**src/rtl/rkx_pkg.sv**
```systemverilog
package rkx_pkg;
    typedef enum logic [1:0] {
        ST_IDLE,
        ST_SEED,
        ST_MIX,
        ST_DONE
    } rkx_state_e;
endpackage

```
**src/rtl/rkx_mix_step.sv**
```systemverilog
module rkx_mix_step #(
    parameter int W = 32
) (
    input  logic [W-1:0] s_cur,
    input  logic [W-1:0] l_cur,
    input  logic [W-1:0] a_cur,
    input  logic [W-1:0] b_cur,
    output logic [W-1:0] a_nxt,
    output logic [W-1:0] b_nxt
);
    localparam int SH = $clog2(W);

    logic [W-1:0]   sum_a;
    logic [W-1:0]   amt;
    logic [W-1:0]   sum_b;
    logic [2*W-1:0] dbl;

    always_comb begin
        sum_a = s_cur + a_cur + b_cur;
        a_nxt = {sum_a[W-4:0], sum_a[W-1:W-3]};
        amt   = a_nxt + b_cur;
        sum_b = l_cur + amt;
        dbl   = {sum_b, sum_b} << amt[SH-1:0];
        b_nxt = dbl[2*W-1:W];
    end
endmodule

```
**src/rtl/rkx_ctrl.sv**
```systemverilog
module rkx_ctrl
    import rkx_pkg::*;
#(
    parameter int T  = 26,
    parameter int C  = 4,
    parameter int IW = 5,
    parameter int JW = 2
) (
    input  logic          clk,
    input  logic          rst_n,
    input  logic          key_valid,
    output logic          key_take,
    output logic          seed_en,
    output logic          mix_en,
    output logic          wr_en,
    output logic          done,
    output logic [IW-1:0] idx_s,
    output logic [JW-1:0] idx_l
);
    localparam int N  = 3 * ((T > C) ? T : C);
    localparam int NW = $clog2(N + 1);

    rkx_state_e    state, state_nxt;
    logic [NW-1:0] step;

    always_ff @(posedge clk) begin
        if (!rst_n) state <= ST_IDLE;
        else        state <= state_nxt;
    end

    always_comb begin
        state_nxt = state;
        unique case (state)
            ST_IDLE: if (key_valid) state_nxt = ST_SEED;
            ST_SEED: state_nxt = ST_MIX;
            ST_MIX:  if (step == NW'(N - 1)) state_nxt = ST_DONE;
            ST_DONE: if (key_valid) state_nxt = ST_SEED;
            default: state_nxt = ST_IDLE;
        endcase
    end

    always_ff @(posedge clk) begin
        if (!rst_n) begin
            step  <= '0;
            idx_s <= '0;
            idx_l <= '0;
        end else if (state == ST_SEED) begin
            step  <= '0;
            idx_s <= '0;
            idx_l <= '0;
        end else if (state == ST_MIX) begin
            step  <= step + 1'b1;
            idx_s <= (idx_s == IW'(T - 1)) ? '0 : idx_s + 1'b1;
            idx_l <= (idx_l == JW'(C - 1)) ? '0 : idx_l + 1'b1;
        end
    end

    always_comb begin
        key_take = ((state == ST_IDLE) || (state == ST_DONE)) && key_valid;
        seed_en  = (state == ST_SEED);
        mix_en   = (state == ST_MIX);
        wr_en    = (state == ST_MIX) && (step >= NW'(N - T));
        done     = (state == ST_DONE);
    end
endmodule

```
**src/rtl/rkx_expander.sv**
```systemverilog
module rkx_expander #(
    parameter int          W         = 32,
    parameter int          KEY_BYTES = 16,
    parameter int          ROUNDS    = 12,
    parameter logic [31:0] MAGIC_P   = 32'hB7E15163,
    parameter logic [31:0] MAGIC_Q   = 32'h9E3779B9
) (
    input  logic                          clk,
    input  logic                          rst_n,
    input  logic [8*KEY_BYTES-1:0]        key_in,
    input  logic                          key_valid,
    output logic                          key_take,
    output logic                          mem_we,
    output logic [$clog2(2*ROUNDS+2)-1:0] mem_addr,
    output logic [W-1:0]                  mem_data,
    output logic                          done
);
    localparam int T  = 2 * ROUNDS + 2;
    localparam int C  = (8 * KEY_BYTES) / W;
    localparam int IW = $clog2(T);
    localparam int JW = (C > 1) ? $clog2(C) : 1;

    logic [W-1:0]  s_tab [T];
    logic [W-1:0]  l_tab [C];
    logic [W-1:0]  acc_a, acc_b, a_nxt, b_nxt;
    logic          seed_en, mix_en, wr_en;
    logic [IW-1:0] idx_s;
    logic [JW-1:0] idx_l;

    rkx_ctrl #(.T(T), .C(C), .IW(IW), .JW(JW)) u_ctrl (
        .clk      (clk),
        .rst_n    (rst_n),
        .key_valid(key_valid),
        .key_take (key_take),
        .seed_en  (seed_en),
        .mix_en   (mix_en),
        .wr_en    (wr_en),
        .done     (done),
        .idx_s    (idx_s),
        .idx_l    (idx_l)
    );

    rkx_mix_step #(.W(W)) u_step (
        .s_cur(s_tab[idx_s]),
        .l_cur(l_tab[idx_l]),
        .a_cur(acc_a),
        .b_cur(acc_b),
        .a_nxt(a_nxt),
        .b_nxt(b_nxt)
    );

    always_ff @(posedge clk) begin
        if (!rst_n) begin
            for (int k = 0; k < T; k++) s_tab[k] <= '0;
            for (int k = 0; k < C; k++) l_tab[k] <= '0;
            acc_a <= '0;
            acc_b <= '0;
        end else begin
            if (key_take) begin
                for (int k = 0; k < C; k++) l_tab[k] <= key_in[k*W +: W];
            end
            if (seed_en) begin
                for (int k = 0; k < T; k++)
                    s_tab[k] <= W'(MAGIC_P) + W'(k) * W'(MAGIC_Q);
                acc_a <= '0;
                acc_b <= '0;
            end
            if (mix_en) begin
                s_tab[idx_s] <= a_nxt;
                l_tab[idx_l] <= b_nxt;
                acc_a        <= a_nxt;
                acc_b        <= b_nxt;
            end
        end
    end

    always_comb begin
        mem_we   = wr_en;
        mem_addr = idx_s;
        mem_data = a_nxt;
    end
endmodule

```
**config.mk**
```make
export PLATFORM = sky130hd
export DESIGN_NAME = rkx_expander
export DESIGN_NICKNAME = d
export VERILOG_FILES = /design/src/rtl/rkx_pkg.sv /design/src/rtl/rkx_mix_step.sv /design/src/rtl/rkx_ctrl.sv /design/src/rtl/rkx_expander.sv
export SDC_FILE = /design/constraint.sdc
export NUM_CORES = 2
export LEC_CHECK = 0
export ABC_AREA = 0
export BUFFER_PORTS_ARGS = -buffer_cell sky130_fd_sc_hd__buf_2
export CORE_MARGIN = 4
export CORE_UTILIZATION = 50
export CTS_BUF_LIST = sky130_fd_sc_hd__clkbuf_2
export DETAILED_ROUTE_END_ITERATION = 10
export GPL_TIMING_DRIVEN = 1
export PLACE_DENSITY_LB_ADDON = 0.05
export SYNTH_ARGS = -nofsm -noshare
export SYNTH_HDL_FRONTEND = slang
export SYNTH_HIERARCHICAL = 1
export SYNTH_SLANG_ARGS = --single-unit
export TNS_END_PERCENT = 1
```
**constraint.sdc**
```tcl
create_clock -name clk -period 12.8 [get_ports clk]
set_input_delay 1.92 -clock clk [delete_from_list [all_inputs] [get_ports clk]]
set_output_delay 1.92 -clock clk [all_outputs]
set_load 0.05 [all_outputs]
```
==> run metrics <==
outcome=finished, final reports clean; Slew @ Worst Pin=1290 ps; final core utilization=0.563; initial antenna violation count=10; Compound-Gate Fraction of Synth Area=0.141; slowest CP cell=fa_1; Adder-Cell Fraction of Synth Area=0.0313; register bit count reported by yosys=1232; Die Footprint=0.131 mm2; Die H=363 um; post-synthesis mux area share=0.104; largest net degree at the start of global routing=80; Bufs on Longest Clock Path=4; most common cell after layout, fill and taps aside=edfxtp_1; Post-synth ARST share=0; post-synthesis cell type count=~100; I/O Buffers=170; WS Path Type=reg2reg; Rows=about 130; DPL Wire Length=139 mm; FF+latch area=approximately 0.036 mm2; WP data arrival=13520 ps; crit-path max FO=16; ys flop type=edfxtp_1; Post-Synthesis Cells=5018; relative slew slack=0.135; H-tree depth=5; gpl congestion=0.908; first-pass GRT wire length=306 mm; P&R area growth vs syn=11.3%; filler instances=10700; vias in the first global route=between 40000 and 50000; Synthesized Nets=5286; Slew Limit Fails=0; WL/cell=slightly below 30 um; Crit path required time=~14000 ps; crit share post-route=0.950; xor and xnor fraction of the mapped netlist area=0.0132; vias after detailed routing=about 44000; Clock Pin Slew Worst Setup and Hold Paths=110 ps; multi-input logic area=0.0256 mm2; Ys Warns=6; Core ar.=0.124 mm2; Post-Route Setup TNS=0 ps; Residual DRC=0; grt ovf=0; Tmin final=between 10000 and 15000 ps; share of cells above drive strength 1=0.223; max incr delay on CP=about 540 ps; mapped cell area=roughly 0.063 mm2; most used cell, CP=o21ai_0; maximum clock rate=82.2 MHz; final instance area=0.0700 mm2; largest family of logic cells by synthesized area=compound AO/OA/AOI/OAI gates; root buf cell=clkbuf_2; simple-gate share of the synthesized area=0.103; RSZ-0062 raised after global routing=no; MaxCap Viol Count=0; Final Hold Vio Count=0; Die W=between 300 and 400 um; CTS tree=done; I/O pin total=171; Seq/Total Area, Yosys=0.576; vias per cell=6.13; drt pass-1 iters=6; startpoint types=flip-flop; Routed Wire Length=214 mm; EDFF count, synth=1152; placed instance area=0.0670 mm2; Clock Latency Late Sink=1780 ps; DRT iter0 DRCs=4394; worst hold path class=reg2reg; Nets=5663; CTS Buf Count=343; most frequent cells in the layout=edfxtp_1 (1152), mux2i_1 (543), clkbuf_2 (520); final setup vio count=0; CTS sink cnt=1232; all-layer global routing usage=0.322; Final ANT Viol Nets=0; final hold slack=495 ps; crit path capture type=flip-flop; syn avg cell area=12.5 um2; Initial Util=0.506; Clock Skew=203 ps
through the flow:
| step | setup slack, ps | cells |
|---|---|---|
| 5_1_grt | 11.8 | 7254 |
| 4_1_cts | 211 | 7245 |
| 3_5_place_dp | 340 | 6681 |
| 2_1_floorplan | 581 | 5018 |
| 3_3_place_gp | 409 | 6681 |
| 6_report | 636 | 7256 |
worst max-delay path: cells and delay by family (launching register included):
family / cells / cell delay, ps
muxes: 4 / 1170
buffers and inverters: 4 / 620
and+or+nand+nor: 10 / 1820
AOI/OAI and AO/OA: 25 / 5320
DFF: 1 / 440
xor gates and xnor gates: 3 / 500
adders and majority gates: 5 / 1890
state kept, by name, summed over array words and instances (netlist names):
signal        count
u_ctrl/idx_s      5
acc_b            32
u_ctrl/state      2
acc_a            32
u_ctrl/idx_l      2
s_tab          1024
u_ctrl/step       7
l_tab           128
Yosys cell counts, drive strengths merged, types with 103 or more instances:
master | count | share of area
o22ai | 266 | 0.026
mux2i | 545 | 0.087
a21o | 465 | 0.056
o21ai | 225 | 0.018
nor2 | 142 | 0.011
a21oi | 116 | 0.0095
ha | 103 | 0.021
clkbuf | 208 | 0.012
and2 | 430 | 0.043
nand2 | 383 | 0.023
buf | 209 | 0.017
edfxtp | 1152 | 0.55
area by class of cell:
type,count,share of cell area
sequential,1232,0.517
multi-input combinational,3325,0.366
timing repair buffer,449,0.0442
clock buffer,520,0.0372
tap,1637,0.0293
clock inverter,44,0.00320
inverter,44,0.00236
antenna,5,0.000179
cells by family (layout without fill, tap and decap cells):
group                    Yosys count  after routing
AND/OR/NAND/NOR                 1197           1197
XOR/XNOR                          93             93
AO/OA/AOI/OAI                   1293           1293
adder cells (fa/ha/maj)          137            137
multiplexers                     605            605
buffers and inverters            461           1057
flip-flops                      1232           1232
other                              0              5
path summary, 6_finish.rpt:
check | depth (start not counted) | slack (ps) | start | to
setup / recovery | 51 | 640 | u_ctrl/idx_s[1] | l_tab[1][10]
hold / removal | 1 | 490 | acc_a[1] | acc_a[1]
setup reg to reg | 51 | 640 | u_ctrl/idx_s[1] | l_tab[1][10]
hold reg to reg | 1 | 490 | acc_a[1] | acc_a[1]
metal layers:
| layer | track usage | up-vias | part of all wire |
|---|---|---|---|
| li1 | - | 19800 | - |
| met1 | 0.424 | 22300 | 0.41 |
| met2 | 0.522 | 1983 | 0.47 |
| met3 | 0.0647 | 361 | 0.077 |
| met4 | 0.139 | 4 | 0.044 |
| met5 | 0 | - | 0.00012 |
repair_timing:
item                                    in CTS  in global routing
buffers inserted                             0                  6
resized for setup                            0                 20
endpoints found under the setup margin       0                160
hold buffers                                 0                  0
Power is not shown: default switching activity piles up to over one toggle a cycle in this logic, so the estimate is an artifact.
